--- src/rtl/mcs_pkg.sv ---
package mcs_pkg;
    localparam int DATA_W     = 32;
    localparam int BE_W       = DATA_W / 8;
    localparam int NUM_ENG    = 2;
    localparam int SIZE_W     = 5;
    localparam int B_GCLR     = 0;
    localparam int B_GEXC_A   = 1;
    localparam int B_GEXC_B   = 2;
    localparam int B_ILL_A    = 3;
    localparam int B_SIZE_LO  = 4;
    localparam int B_SIG_FLAG = 12;
    localparam int B_SIG_EN   = 13;
    localparam int B_VIS      = 16;
    localparam int NUM_FLAGS  = 3;

    typedef enum logic [1:0] {
        CHK_OFF   = 2'd0,
        CHK_RUN   = 2'd1,
        CHK_FAULT = 2'd2
    } chk_state_e;

    typedef enum logic {
        VIS_HIDDEN = 1'b0,
        VIS_SHOWN  = 1'b1
    } vis_state_e;
endpackage

--- src/rtl/mcs_sticky.sv ---
module mcs_sticky #(
    parameter int N = 3
) (
    input  logic         clk,
    input  logic         rst_n,
    input  logic [N-1:0] set,
    input  logic         clr,
    output logic [N-1:0] flags
);
    logic [N-1:0] flag_q;

    for (genvar i = 0; i < N; i++) begin : g_flag
        always_ff @(posedge clk or negedge rst_n) begin
            if (!rst_n) begin
                flag_q[i] <= 1'b0;
            end else if (set[i]) begin
                flag_q[i] <= 1'b1;
            end else if (clr) begin
                flag_q[i] <= 1'b0;
            end
        end

        p_flag_sticky_r2: assert property (@(posedge clk) disable iff (!rst_n)
            (flag_q[i] && !clr) |=> flag_q[i]);
        p_set_wins_r4: assert property (@(posedge clk) disable iff (!rst_n)
            set[i] |=> flag_q[i]);
    end

    assign flags = flag_q;
endmodule

--- src/rtl/mcs_sigchk.sv ---
module mcs_sigchk
    import mcs_pkg::*;
(
    input  logic clk,
    input  logic rst_n,
    input  logic mismatch,
    input  logic en_wr,
    input  logic en_val,
    input  logic gclr,
    output logic en_o,
    output logic flag_o
);
    chk_state_e state_q, state_d;

    always_ff @(posedge clk or negedge rst_n) begin
        if (!rst_n) begin
            state_q <= CHK_OFF;
        end else begin
            state_q <= state_d;
        end
    end

    always_comb begin
        state_d = state_q;
        unique case (state_q)
            CHK_OFF: begin
                if (en_wr && en_val) begin
                    state_d = CHK_RUN;
                end
            end
            CHK_RUN: begin
                if (mismatch) begin
                    state_d = CHK_FAULT;
                end else if (en_wr && !en_val) begin
                    state_d = CHK_OFF;
                end
            end
            CHK_FAULT: begin
                if (en_wr && en_val) begin
                    state_d = CHK_RUN;
                end else if (gclr) begin
                    state_d = CHK_OFF;
                end
            end
            default: state_d = CHK_OFF;
        endcase
    end

    always_comb begin
        en_o   = 1'b0;
        flag_o = 1'b0;
        unique case (state_q)
            CHK_OFF:   begin en_o = 1'b0; flag_o = 1'b0; end
            CHK_RUN:   begin en_o = 1'b1; flag_o = 1'b0; end
            CHK_FAULT: begin en_o = 1'b0; flag_o = 1'b1; end
            default:   begin en_o = 1'b0; flag_o = 1'b0; end
        endcase
    end

    p_fault_on_mismatch_r11: assert property (@(posedge clk) disable iff (!rst_n)
        (en_o && mismatch) |=> (flag_o && !en_o));
    p_idle_ignores_r11: assert property (@(posedge clk) disable iff (!rst_n)
        (!en_o && !flag_o && !en_wr) |=> !flag_o);
endmodule

--- src/rtl/mcs_vis.sv ---
module mcs_vis
    import mcs_pkg::*;
(
    input  logic clk,
    input  logic rst_n,
    input  logic wr,
    input  logic val,
    input  logic all_halted,
    output logic vis_o,
    output logic sig_rst_o
);
    vis_state_e state_q, state_d;
    logic       rst_pulse_q;
    logic       accept;

    assign accept = wr && all_halted;

    always_ff @(posedge clk or negedge rst_n) begin
        if (!rst_n) begin
            state_q     <= VIS_HIDDEN;
            rst_pulse_q <= 1'b0;
        end else begin
            state_q     <= state_d;
            rst_pulse_q <= accept && val;
        end
    end

    always_comb begin
        state_d = state_q;
        unique case (state_q)
            VIS_HIDDEN: if (accept && val)  state_d = VIS_SHOWN;
            VIS_SHOWN:  if (accept && !val) state_d = VIS_HIDDEN;
            default:    state_d = VIS_HIDDEN;
        endcase
    end

    always_comb begin
        vis_o     = (state_q == VIS_SHOWN);
        sig_rst_o = rst_pulse_q;
    end

    p_vis_locked_r6: assert property (@(posedge clk) disable iff (!rst_n)
        (wr && !all_halted) |=> $stable(vis_o));
    p_rst_pulse_r10: assert property (@(posedge clk) disable iff (!rst_n)
        sig_rst_o |-> vis_o);
endmodule

--- src/rtl/mcs_decode.sv ---
module mcs_decode
    import mcs_pkg::*;
(
    input  logic            req,
    input  logic            space,
    input  logic            we,
    input  logic [BE_W-1:0] be,
    input  logic [1:0]      addr_lo,
    input  logic            vis,
    output logic            reg_wr,
    output logic            reg_rd,
    output logic            cm_err,
    output logic            cm_ok
);
    logic cm_acc, full_word;

    always_comb begin
        cm_acc    = req && space;
        full_word = (be == {BE_W{1'b1}}) && (addr_lo == 2'b00);
        reg_wr    = req && !space && we;
        reg_rd    = req && !space && !we;
        cm_err    = cm_acc && (!vis || (we && !full_word));
        cm_ok     = cm_acc && !cm_err;
    end
endmodule

--- src/rtl/mcs_reg.sv ---
module mcs_reg
    import mcs_pkg::*;
#(
    parameter logic [4:0] SIZE_M1 = 5'd3
) (
    input  logic                clk,
    input  logic                rst_n,
    input  logic                bus_req,
    input  logic                bus_space,
    input  logic                bus_we,
    input  logic [3:0]          bus_be,
    input  logic [1:0]          bus_addr_lo,
    input  logic [31:0]         bus_wdata,
    output logic [31:0]         bus_rdata,
    output logic                bus_err,
    output logic                cm_access_ok,
    input  logic [1:0]          eng_gexc,
    input  logic                eng_a_illegal,
    input  logic                sig_mismatch,
    input  logic [1:0]          eng_halted,
    output logic                vis_o,
    output logic                eng_cfg_lock,
    output logic                sig_en,
    output logic                sig_rst
);
    logic                 reg_wr, reg_rd, cm_err, cm_ok;
    logic                 gclr, en_wr, vis_wr;
    logic [NUM_FLAGS-1:0] flag_set, flags;
    logic                 sig_flag, vis_q;
    logic [DATA_W-1:0]    image;
    logic                 wdata_unused;

    assign wdata_unused = ^{bus_wdata[31:17], bus_wdata[15:14], bus_wdata[12:1]};

    mcs_decode i_decode (
        .req     (bus_req),
        .space   (bus_space),
        .we      (bus_we),
        .be      (bus_be),
        .addr_lo (bus_addr_lo),
        .vis     (vis_q),
        .reg_wr  (reg_wr),
        .reg_rd  (reg_rd),
        .cm_err  (cm_err),
        .cm_ok   (cm_ok)
    );

    assign gclr   = reg_wr && bus_be[B_GCLR/8]     && bus_wdata[B_GCLR];
    assign en_wr  = reg_wr && bus_be[B_SIG_EN/8];
    assign vis_wr = reg_wr && bus_be[B_VIS/8];

    assign flag_set = {eng_a_illegal, eng_gexc[1], eng_gexc[0]};

    mcs_sticky #(.N(NUM_FLAGS)) i_sticky (
        .clk   (clk),
        .rst_n (rst_n),
        .set   (flag_set),
        .clr   (gclr),
        .flags (flags)
    );

    mcs_sigchk i_sigchk (
        .clk      (clk),
        .rst_n    (rst_n),
        .mismatch (sig_mismatch),
        .en_wr    (en_wr),
        .en_val   (bus_wdata[B_SIG_EN]),
        .gclr     (gclr),
        .en_o     (sig_en),
        .flag_o   (sig_flag)
    );

    mcs_vis i_vis (
        .clk        (clk),
        .rst_n      (rst_n),
        .wr         (vis_wr),
        .val        (bus_wdata[B_VIS]),
        .all_halted (&eng_halted),
        .vis_o      (vis_q),
        .sig_rst_o  (sig_rst)
    );

    always_comb begin
        image                                  = '0;
        image[B_GEXC_A]                        = flags[0];
        image[B_GEXC_B]                        = flags[1];
        image[B_ILL_A]                         = flags[2];
        image[B_SIZE_LO +: SIZE_W]             = SIZE_M1;
        image[B_SIG_FLAG]                      = sig_flag;
        image[B_SIG_EN]                        = sig_en;
        image[B_VIS]                           = vis_q;
    end

    assign bus_rdata    = reg_rd ? image : '0;
    assign bus_err      = cm_err;
    assign cm_access_ok = cm_ok;
    assign vis_o        = vis_q;
    assign eng_cfg_lock = vis_q;

    p_hidden_err_r7: assert property (@(posedge clk) disable iff (!rst_n)
        (bus_req && bus_space && !eng_cfg_lock) |-> (bus_err && !cm_access_ok));
    p_partial_err_r8: assert property (@(posedge clk) disable iff (!rst_n)
        (bus_req && bus_space && bus_we && (bus_be != 4'hF)) |-> bus_err);
    p_reserved_zero_r12: assert property (@(posedge clk) disable iff (!rst_n)
        (bus_req && !bus_space && !bus_we) |-> (bus_rdata[31:17] == '0 && bus_rdata[0] == 1'b0));
endmodule

--- config.mk ---
export PLATFORM = sky130hd
export DESIGN_NAME = mcs_reg
export DESIGN_NICKNAME = d
export VERILOG_FILES = /design/src/rtl/mcs_pkg.sv /design/src/rtl/mcs_sticky.sv /design/src/rtl/mcs_sigchk.sv /design/src/rtl/mcs_vis.sv /design/src/rtl/mcs_decode.sv /design/src/rtl/mcs_reg.sv
export SDC_FILE = /design/constraint.sdc
export NUM_CORES = 1
export LEC_CHECK = 0
export ABC_AREA = 1
export BUFFER_PORTS_ARGS = -buffer_cell sky130_fd_sc_hd__clkbuf_2
export CAP_MARGIN = 30
export CORE_MARGIN = 1
export CORE_UTILIZATION = 32
export CTS_CLUSTER_SIZE = 30
export DETAILED_ROUTE_END_ITERATION = 6
export PLACE_DENSITY = 0.83
export SYNTH_ARGS = -nofsm -noshare
export SYNTH_HDL_FRONTEND = slang
export SYNTH_SLANG_ARGS = --single-unit
--- constraint.sdc ---
create_clock -name clk -period 1.9 [get_ports clk]
set_input_delay 0.38 -clock clk [delete_from_list [all_inputs] [get_ports clk]]
set_output_delay 0.38 -clock clk [all_outputs]
set_load 0.02 [all_outputs]
Word level (Yosys, flattened, before mapping)
Index checks and enable logic that the tools add are counted.
- memories kept: 0
- output and inout port bits: 38
- bits in latches: 0
- RAM bits: 0
- word-level logic and storage cells: 61
- memory bits (read-only): 0
- flip-flop bits (word level): 7
- order comparisons: 0
- bitwise operators: 1
- $mul: 0
- add/subtract/negate cells: 0
- shifts and indexed selects: 0
- divide/modulo/power cells: 0
- mux-type cells: 16
- equality and inequality tests: 6
- reduce and logical (&&, ||, !) cells: 32
- operator list (cell ; number):
    logical AND 1 bit ; 17
    2-to-1 mux 17 bit ; 1
    2-to-1 mux 2 bit ; 5
    2-to-1 mux 1 bit ; 8
    zero test 1 bit ; 7
    inequality test 3 x 2 -> 1 bit, second input constant ; 2
    one-hot mux 2 bit (3 select lines) ; 1
    nonzero test 2 bit ; 3
    == test 4 bit, second input constant ; 1
    zero test 2 bit ; 2
    AND reduction 3 bit ; 1
    == test 2 x 1 -> 1 bit, second input constant ; 1
    == test 2 bit, second input constant ; 1
    inequality test 2 x 1 -> 1 bit, second input constant ; 1
    one-hot mux 1 bit (2 select lines) ; 1
    AND reduction 2 bit ; 1
    logical OR 1 bit ; 1
    inverter 1 bit ; 1

Depth between registers and ports, before layout
Gate-level depths: netlist of the first run.
- depth after elaboration: 8
- mapped depth: 6
- depth with buffers taken out: 6

Hierarchy
A second synthesis of the first run with hierarchy kept.
- cell total of the unflattened synthesis: 99
- area, all modules: 645.6 sq um
- modules (own cells, without submodules) (module ; cells an instance ; seq. area each (sq um) ; area an instance (sq um) ; times used):
    mcs_reg ; 49 ; 0.0 ; 285.3 ; 1
    mcs_sigchk ; 17 ; 50.0 ; 120.1 ; 1
    mcs_sticky ; 13 ; 75.1 ; 112.6 ; 1
    mcs_vis ; 7 ; 50.0 ; 70.1 ; 1
    mcs_decode ; 13 ; 0.0 ; 57.6 ; 1

Worst setup path after synthesis of the first run
OpenSTA, ideal clock, no wires.
- path kind: input to output
- from: in bus_space
- to: out bus_rdata[12]
- arrival time: 1.023 ns
- path buffers: 0
- stages: 5
- slack: 0.497 ns
- cells stage by stage: inv_1 > nand2_1 > nor2_1 > inv_2 > nor2_1
- word-level cells in the longest chain between the ends: 4
- ends and longest elaborated chain (item ; line ; source):
    start: declaration ; mcs_reg.sv:9 ; input logic bus_space,
    zero test 1 bit ; mcs_decode.sv:21 ; reg_rd = req && !space && !we;
    logical AND 1 bit (2 in series) ; mcs_decode.sv:21 ;
    net i_decode.reg_rd ; mcs_decode.sv:11 ; output logic reg_rd,
    2-to-1 mux 17 bit ; mcs_reg.sv:94 ; assign bus_rdata = reg_rd ? image : '0;
    end: declaration ; mcs_reg.sv:14 ; output logic [31:0] bus_rdata,
The timed path passes the listed nets, and every way through them passes these cells.

Worst setup path after layout of the first run
- from: in bus_space
- to: out bus_rdata[12]
- word-level cells in the longest chain between the ends: 4
- ends and longest elaborated chain (item ; line):
    zero test 1 bit ; mcs_decode.sv:21
    logical AND 1 bit (2 in series) ; mcs_decode.sv:21
    2-to-1 mux 17 bit ; mcs_reg.sv:94
No other way between the ends.

==> metrics.txt, run 1 <==
drt first pass iters=3; die width=45.59 um; Worst Hold Class=in2reg; mean post-synth cell area=6.910 um^2; Yosys cell types=13; FF-to-FF Start=i_sigchk.state_q[0]$_DFFE_PN0P_; Site Rows=15; DRC=0; maxcap violations=0; nets@finish=172; Setup crit start kind=input pin; starting density of the core=34.84%; core area=1745 um^2; ant diodes=0; layout cell share with drive strength beyond 1=32.79%; number of global-route vias before repair=465; Data required, critical path=1.52 ns; CP endpoint kind=output pin; die height=45.59 um; CP arrival=1.15 ns; Ys Warns=0; initial antenna violation count=0; clock skew=0.00004935 ns; Hold Buf Count CTS=1; status=finished, final reports clean; post_cts resized=0; Cell Pwr Density=633.3 nW/um^2; Final Wtd Congestion=0.6235; Post-CTS Setup Inserts=0; kind of critical path=in2out; Skew-Pair Late Insertion Delay=0.25 ns; Port Buf Inserts=33; commonest non-fill, non-tap cell in the layout=clkbuf_2; CP startpoint=bus_space; Antenna Nets Post-Route=0; DR vias=533; Area growth, synth to finish=19.14%; CP endpoint=bus_rdata[12]; peak supply drop=0.2685 mV; RSZ-0062 raised after global routing=false; Cells after Synth=88; Num CTS Buffers=3; Critical Path, Cell by Cell=clkbuf_2, inv_1, nand2_1, nor2_1, inv_2, nor2_1, clkbuf_2; reg2reg path depth=5; drt wl/cell=7.612 um; Slowest-stage cell, CP=clkbuf_2; Total Routing Usage GR=12.35%; largest net degree at the start of global routing=8; finished layout cell area=724.4 um^2; worst reg-to-reg setup slack=1.13 ns; Slew Limit Fails=0; Post-Route WL=1.119 mm; final worst-path cycle share=80.73%; die footprint=2078 um^2; first-pass GRT wire length=1.711 mm; io pins=87; sequential cell area fraction in the yosys report=28.81%; DR iter-0 viols=6; Vias/cell=3.626; CTS Sinks=7; grt ovf=0; Finished Core Util=41.51%; clock root buffer=clkbuf_4; CTS tree=built; Setup Viol. Count Final=0; reg-to-reg endpoint=i_sigchk.state_q[1]$_DFFE_PN0P_; Detailed Place HPWL=932 um; maximum buffer depth of the clock tree=2; FF+latch count, synth=7; endpoints failing hold=0; placed cell area=688.2 um^2; # H-tree levels=1; Final min period=1.534 ns; cell leakage power=0.4862 nW; Crit Path Max Fanout=6; worst stage delay on the critical path=0.18 ns; clock-pin transition on the worst setup and hold timing paths=0.05 ns; Final Power=0.0004588 W; most frequent cells in the layout=clkbuf_2 (33), conb_1 (24), nand2_1 (18), nor2_1 (13), inv_1 (11); fmax=651.9 MHz; Post-Syn Area=608.1 um^2; Post-Route Setup TNS=0 ns
critical path: cells and delay by family:
kind	cells	cell delay, ns
buf+inv	4	0.45
simple gates	3	0.32
power breakdown:
part           internal, W  leakage, nW  switching [W]
clock            0.0000802       0.0150      0.0000556
sequential        0.000161       0.0790     0.00000977
combinational    0.0000427        0.392       0.000109
total             0.000284        0.486       0.000175
routing by layer:
metal  share of wire [%]  vias to the layer above  global-route usage [%]
li1                    -                      279                       -
met1                  34                      224                   10.41
met2                  55                       30                   23.43
met3                  11                        0                   6.349
met4                   0                        0                   5.455
met5                   0                        -                       0
kinds of logic (layout without fill, tap and decap cells):
logic type	after synthesis	in the layout	synth area share (%)
DFF	7	7	28.81
buffers and inverters	39	50	40.74
AOI/OAI and AO/OA	5	5	5.348
other	1	24	0.6167
and+or+nand+nor	36	36	24.49
how the worst min path moves through the flow:
stage                  start                             to  depth (start not counted)
4_1_cts          eng_gexc[0]  i_sticky.flags[0]$_DFFE_PN0P_                          2
6_report         eng_gexc[0]  i_sticky.flags[0]$_DFFE_PN0P_                          2
3_3_place_gp           rst_n  i_sticky.flags[1]$_DFFE_PN0P_                          1
5_1_grt        eng_a_illegal  i_sticky.flags[2]$_DFFE_PN0P_                          2
3_5_place_dp           rst_n  i_sticky.flags[1]$_DFFE_PN0P_                          1
2_1_floorplan          rst_n                      async pin                          0
final cells by class:
type | count | area, um^2
Fill cell | 197 | 1021
Multi-Input combinational cell | 65 | 271.5
Sequential cell | 7 | 175.2
Timing Repair Buffer | 34 | 175.2
Inverter | 12 | 45.04
Tap cell | 25 | 31.28
Clock buffer | 4 | 26.28
cell usage after synthesis:
library cell  number  area, um^2
nand3_1            2       10.01
dfrtp_1            7       175.2
nor2_2             2       12.51
o21ai_0            1       5.000
nand2_1           18       67.56
inv_1             11       41.29
a21oi_1            1       5.000
inv_2              1       3.750
buf_4             27       202.7
nor2_1            13       48.80
conb_1             1       3.750
o21bai_1           3       22.52
nand3_2            1       10.01
per-stage QoR:
stage | std cells | worst slack [ns] | hold WS [ns]
6_report | 147 | 0.3661 | 0.3215
5_1_grt | 147 | 0.2304 | 0.3085
4_1_cts | 147 | 0.3612 | 0.3163
3_5_place_dp | 142 | 0.3686 | 0.2277
3_3_place_gp | 142 | 0.3873 | 0.2215
2_1_floorplan | 111 | 0.4970 | 0.08441
Power figures use the tool's default switching activity.
==> run 2, diff against run 1 <==
--- a/config.mk
+++ b/config.mk
@@ -9,10 +9,10 @@
 export BUFFER_PORTS_ARGS = -buffer_cell sky130_fd_sc_hd__clkbuf_2
 export CAP_MARGIN = 30
 export CORE_MARGIN = 1
-export CORE_UTILIZATION = 32
+export CORE_UTILIZATION = 27
 export CTS_CLUSTER_SIZE = 30
 export DETAILED_ROUTE_END_ITERATION = 6
-export PLACE_DENSITY = 0.83
+export PLACE_DENSITY = 0.74
 export SYNTH_ARGS = -nofsm -noshare
 export SYNTH_HDL_FRONTEND = slang
 export SYNTH_SLANG_ARGS = --single-unit
==> constraint.sdc (replaced) <==
create_clock -name clk -period 1.4 [get_ports clk]
set_input_delay 0.28 -clock clk [delete_from_list [all_inputs] [get_ports clk]]
set_output_delay 0.28 -clock clk [all_outputs]
set_load 0.02 [all_outputs]
==> metrics.txt, run 2 (synthesis results as in run 1) <==
Total Routing Usage GR=9.955%; worst stage delay on the critical path=0.37 ns; Num CTS Buffers=3; first-pass GRT wire length=1.766 mm; DR vias=544; ant diodes=0; cell leakage power=0.4868 nW; CTS Sinks=7; placed cell area=690.7 um^2; Final min period=1.327 ns; Vias/cell=3.651; CP arrival=1.05 ns; drt wl/cell=7.765 um; DR iter-0 viols=3; Slew Limit Fails=0; most frequent cells in the layout=clkbuf_2 (32), conb_1 (24), nand2_1 (18), nor2_1 (12), inv_1 (11); starting density of the core=29.78%; die footprint=2446 um^2; Cell Pwr Density=851.1 nW/um^2; Critical Path, Cell by Cell=inv_1, nand2_1, nor2_1, clkbuf_2; number of global-route vias before repair=449; finished layout cell area=735.7 um^2; Detailed Place HPWL=1.011 mm; maxcap violations=0; endpoints failing hold=0; peak supply drop=0.2941 mV; clock-pin transition on the worst setup and hold timing paths=0.05 ns; layout cell share with drive strength beyond 1=34.43%; clock root buffer=clkbuf_4; Worst Hold Class=in2reg; drt first pass iters=4; Skew-Pair Late Insertion Delay=0.25 ns; core area=2042 um^2; Setup Viol. Count Final=0; maximum buffer depth of the clock tree=2; Data required, critical path=1.12 ns; Post-Route WL=1.157 mm; CP endpoint kind=output pin; die width=49.46 um; Final Wtd Congestion=0.6656; Slowest-stage cell, CP=dfrtp_1; Setup crit start kind=flop; largest net degree at the start of global routing=8; final worst-path cycle share=94.77%; Port Buf Inserts=33; CTS tree=built; Post-Route Setup TNS=0 ns; kind of critical path=reg2out; worst hold margin=0.2257 ns; CP bufs+invs=2; io pins=87; fmax=753.7 MHz; commonest non-fill, non-tap cell in the layout=clkbuf_2; Site Rows=16; Largest delay share family, worst path=flip-flops; clock skew=0.00001646 ns; # H-tree levels=1; status=finished, final reports clean; Antenna Nets Post-Route=0; grt ovf=0; nets@finish=172; initial antenna violation count=0; RSZ-0062 raised after global routing=false; DRC=0; die height=49.46 um; Area growth, synth to finish=20.99%; Crit Path Max Fanout=2
-- run 2: final timing paths --
kind	startpoint	to	slack (ns)	depth (start not counted)
worst max register to register	i_sigchk.state_q[0]$_DFFE_PN0P_	i_sigchk.state_q[1]$_DFFE_PN0P_	0.61	5
min in group asynchronous	rst_n	async pin	0.41	2
max in group asynchronous	rst_n	i_sigchk.state_q[1]$_DFFE_PN0P_	0.82	2
worst max-delay path	i_sigchk.state_q[0]$_DFFE_PN0P_	bus_rdata[12]	0.07	4
worst min register to register	i_sticky.flags[1]$_DFFE_PN0P_	i_sticky.flags[1]$_DFFE_PN0P_	0.52	2
worst min-delay path	eng_gexc[1]	i_sticky.flags[1]$_DFFE_PN0P_	0.23	2
-- run 2: layout make-up --
cell class                 count  area, um^2
inverter                      12       45.04
multi-input combinational     65       277.8
clock buffer                   4       26.28
sequential                     7       175.2
timing repair buffer          34       177.7
tap                           27       33.78
fill                         247        1306
-- run 2: where the power goes --
group | switching (W) | leakage, nW | internal, W
clock | 0.0000751 | 0.0150 | 0.000109
sequential | 0.0000152 | 0.0790 | 0.000219
combinational | 0.000149 | 0.393 | 0.0000588
total | 0.000240 | 0.487 | 0.000386
-- run 2: per-layer routing --
layer	global-route usage (%)	vias up	wire length (um)
met5	0	-	0
met4	5.714	0	0
met3	4.938	0	117
met2	15.98	36	582
met1	10.51	231	457
li1	-	277	-
-- run 2: repair_timing --
action,in CTS,in global routing
hold endpoints to repair,7,0
buffers inserted,0,0
hold buffers,1,0
setup endpoints to repair,0,7
gates resized for setup,0,4
-- run 2: metrics by stage --
stage	power (W)	util (%)	worst slack, ns	std cells
floorplan	0.0004354	-	0.1970	111
global placement	0.0004354	33.82	0.08432	144
detailed placement	0.0004413	33.82	0.05671	144
CTS	0.0006394	35.60	0.05459	149
global route	0.0006722	36.03	0.008196	149
finish	0.0006262	36.03	0.07326	149
==> run 3, diff against run 2 <==
--- a/config.mk
+++ b/config.mk
@@ -8,7 +8,6 @@
 export ABC_AREA = 1
 export BUFFER_PORTS_ARGS = -buffer_cell sky130_fd_sc_hd__clkbuf_2
 export CAP_MARGIN = 30
-export CORE_MARGIN = 1
 export CORE_UTILIZATION = 27
 export CTS_CLUSTER_SIZE = 30
 export DETAILED_ROUTE_END_ITERATION = 6
==> constraint.sdc (replaced) <==
create_clock -name clk -period 1.4 [get_ports clk]
set_input_delay 0.07 -clock clk [delete_from_list [all_inputs] [get_ports clk]]
set_output_delay 0.07 -clock clk [all_outputs]
set_load 0.02 [all_outputs]
==> metrics.txt, run 3 (synthesis results as in run 1) <==
worst hold start=eng_gexc[1]; Num CTS Buffers=3; CTS Sinks=7; nets@finish=172; most frequent cells in the layout=clkbuf_2 (33), conb_1 (24), nand2_1 (18), nor2_1 (13), inv_1 (11); Slew Limit Fails=0; Post-Route Setup TNS=0 ns; Area growth, synth to finish=19.55%; cell leakage power=0.4862 nW; Data required, critical path=1.33 ns; CP bufs+invs=2; DRC=0; worst reg-to-reg setup slack=0.62 ns; endpoints failing hold=0; area of the multi-input gates=271.5 um^2; RSZ-0062 raised after global routing=false; reg-to-reg endpoint=i_sigchk.state_q[1]$_DFFE_PN0P_; clock root buffer=clkbuf_4; Hold Path Cell Cnt=2; ant diodes=0; slack of the critical path=0.2843 ns; Final Wtd Congestion=0.6656; DR vias=544; post_cts resized=0; starting density of the core=29.78%; reg2reg path depth=5; CP arrival=1.05 ns; hold endpoint=i_sticky.flags[1]$_DFFE_PN0P_; maximum buffer depth of the clock tree=2; number of global-route vias before repair=449; grt ovf=0; Largest delay share family, worst path=flip-flops; FF-to-FF Start=i_sigchk.state_q[0]$_DFFE_PN0P_; clock-pin transition on the worst setup and hold timing paths=0.05 ns; clock skew=0.00001335 ns; Hold Buf Count CTS=1; Antenna Nets Post-Route=0; final worst-path cycle share=79.69%; Worst Hold Class=in2reg; Site Rows=16; register area=175.2 um^2; # H-tree levels=1; Critical Path, Cell by Cell=inv_1, nand2_1, nor2_1, clkbuf_2; Post-CTS Setup Inserts=0; Fillers=246; pre-CTS WS=0.4767 ns; Slowest-stage cell, CP=dfrtp_1; DR iter-0 viols=2; peak supply drop=0.2964 mV; maxcap violations=0; die width=49.46 um; status=finished, final reports clean; kind of critical path=reg2out; layout cell share with drive strength beyond 1=32.79%; Post-Route WL=1.148 mm; fmax=896.3 MHz; Vias/cell=3.651; first-pass GRT wire length=1.766 mm; die footprint=2446 um^2; largest net degree at the start of global routing=8; commonest non-fill, non-tap cell in the layout=clkbuf_2; drt first pass iters=2; CTS tree=built; drt wl/cell=7.705 um; Port Buf Inserts=33; worst hold margin=0.01355 ns; worst stage delay on the critical path=0.38 ns; Skew-Pair Late Insertion Delay=0.25 ns; Detailed Place HPWL=1.011 mm; core area=2042 um^2; io pins=87; Finished Core Util=35.60%; Setup Viol. Count Final=0; Total Routing Usage GR=9.955%; Cell Pwr Density=856.5 nW/um^2; Final min period=1.116 ns; Setup crit start kind=flop; Crit Path Max Fanout=3; die height=49.46 um; initial antenna violation count=0; CP endpoint kind=output pin
run 3: cell count changes in the layout (fill, tap and decap cells not counted), sizes merged:
cell and change:
buf -1, clkbuf +1
run 3: power by group:
part           leakage [nW]  switching, W  internal [W]
combinational         0.392      0.000148     0.0000579
sequential           0.0790     0.0000133      0.000219
clock                0.0150     0.0000753      0.000109
total                 0.486      0.000237      0.000386
run 3: stage by stage:
| stage | instances | instance area [um^2] | power [W] |
|---|---|---|---|
| 6_report | 149 | 726.9 | 0.0006226 |
| 4_1_cts | 149 | 726.9 | 0.0006394 |
| 3_3_place_gp | 144 | 690.7 | 0.0004354 |
| 3_5_place_dp | 144 | 690.7 | 0.0004413 |
| 2_1_floorplan | 111 | 694.4 | 0.0004354 |
| 5_1_grt | 149 | 726.9 | 0.0006692 |
run 3: worst max path at each step:
stage                                    start  depth (start not counted)  slack (ns)       endpoint
6_report       i_sigchk.state_q[1]$_DFFE_PN0P_                          4        0.28  bus_rdata[13]
3_3_place_gp                         bus_space                          7        0.50  bus_rdata[12]
4_1_cts        i_sigchk.state_q[1]$_DFFE_PN0P_                          4        0.26  bus_rdata[13]
2_1_floorplan                             flop                          1        0.46        bus_err
3_5_place_dp                         bus_space                          7        0.48  bus_rdata[16]
5_1_grt        i_sigchk.state_q[1]$_DFFE_PN0P_                          4        0.17  bus_rdata[13]
run 3: worst reg2reg max path, stage by stage (launching register included):
cell and delay, ns:
dfrtp_1 0.37, inv_1 0.08, nand2_1 0.07, nor2_1 0.10, nand2_1 0.05, nand2_1 0.05
run 3: area by class of cell:
| class | count | share of cell area [%] |
|---|---|---|
| Multi-Input combinational cell | 65 | 37.35 |
| Sequential cell | 7 | 24.10 |
| Timing Repair Buffer | 34 | 24.10 |
| Inverter | 12 | 6.196 |
| Tap cell | 27 | 4.647 |
| Clock buffer | 4 | 3.614 |
run 3: routing by layer:
layer	wire length, um	vias up	track usage, %
li1	-	277	-
met1	448	229	10.51
met2	564	36	15.98
met3	127	2	4.938
met4	7	0	5.714
met5	0	-	0
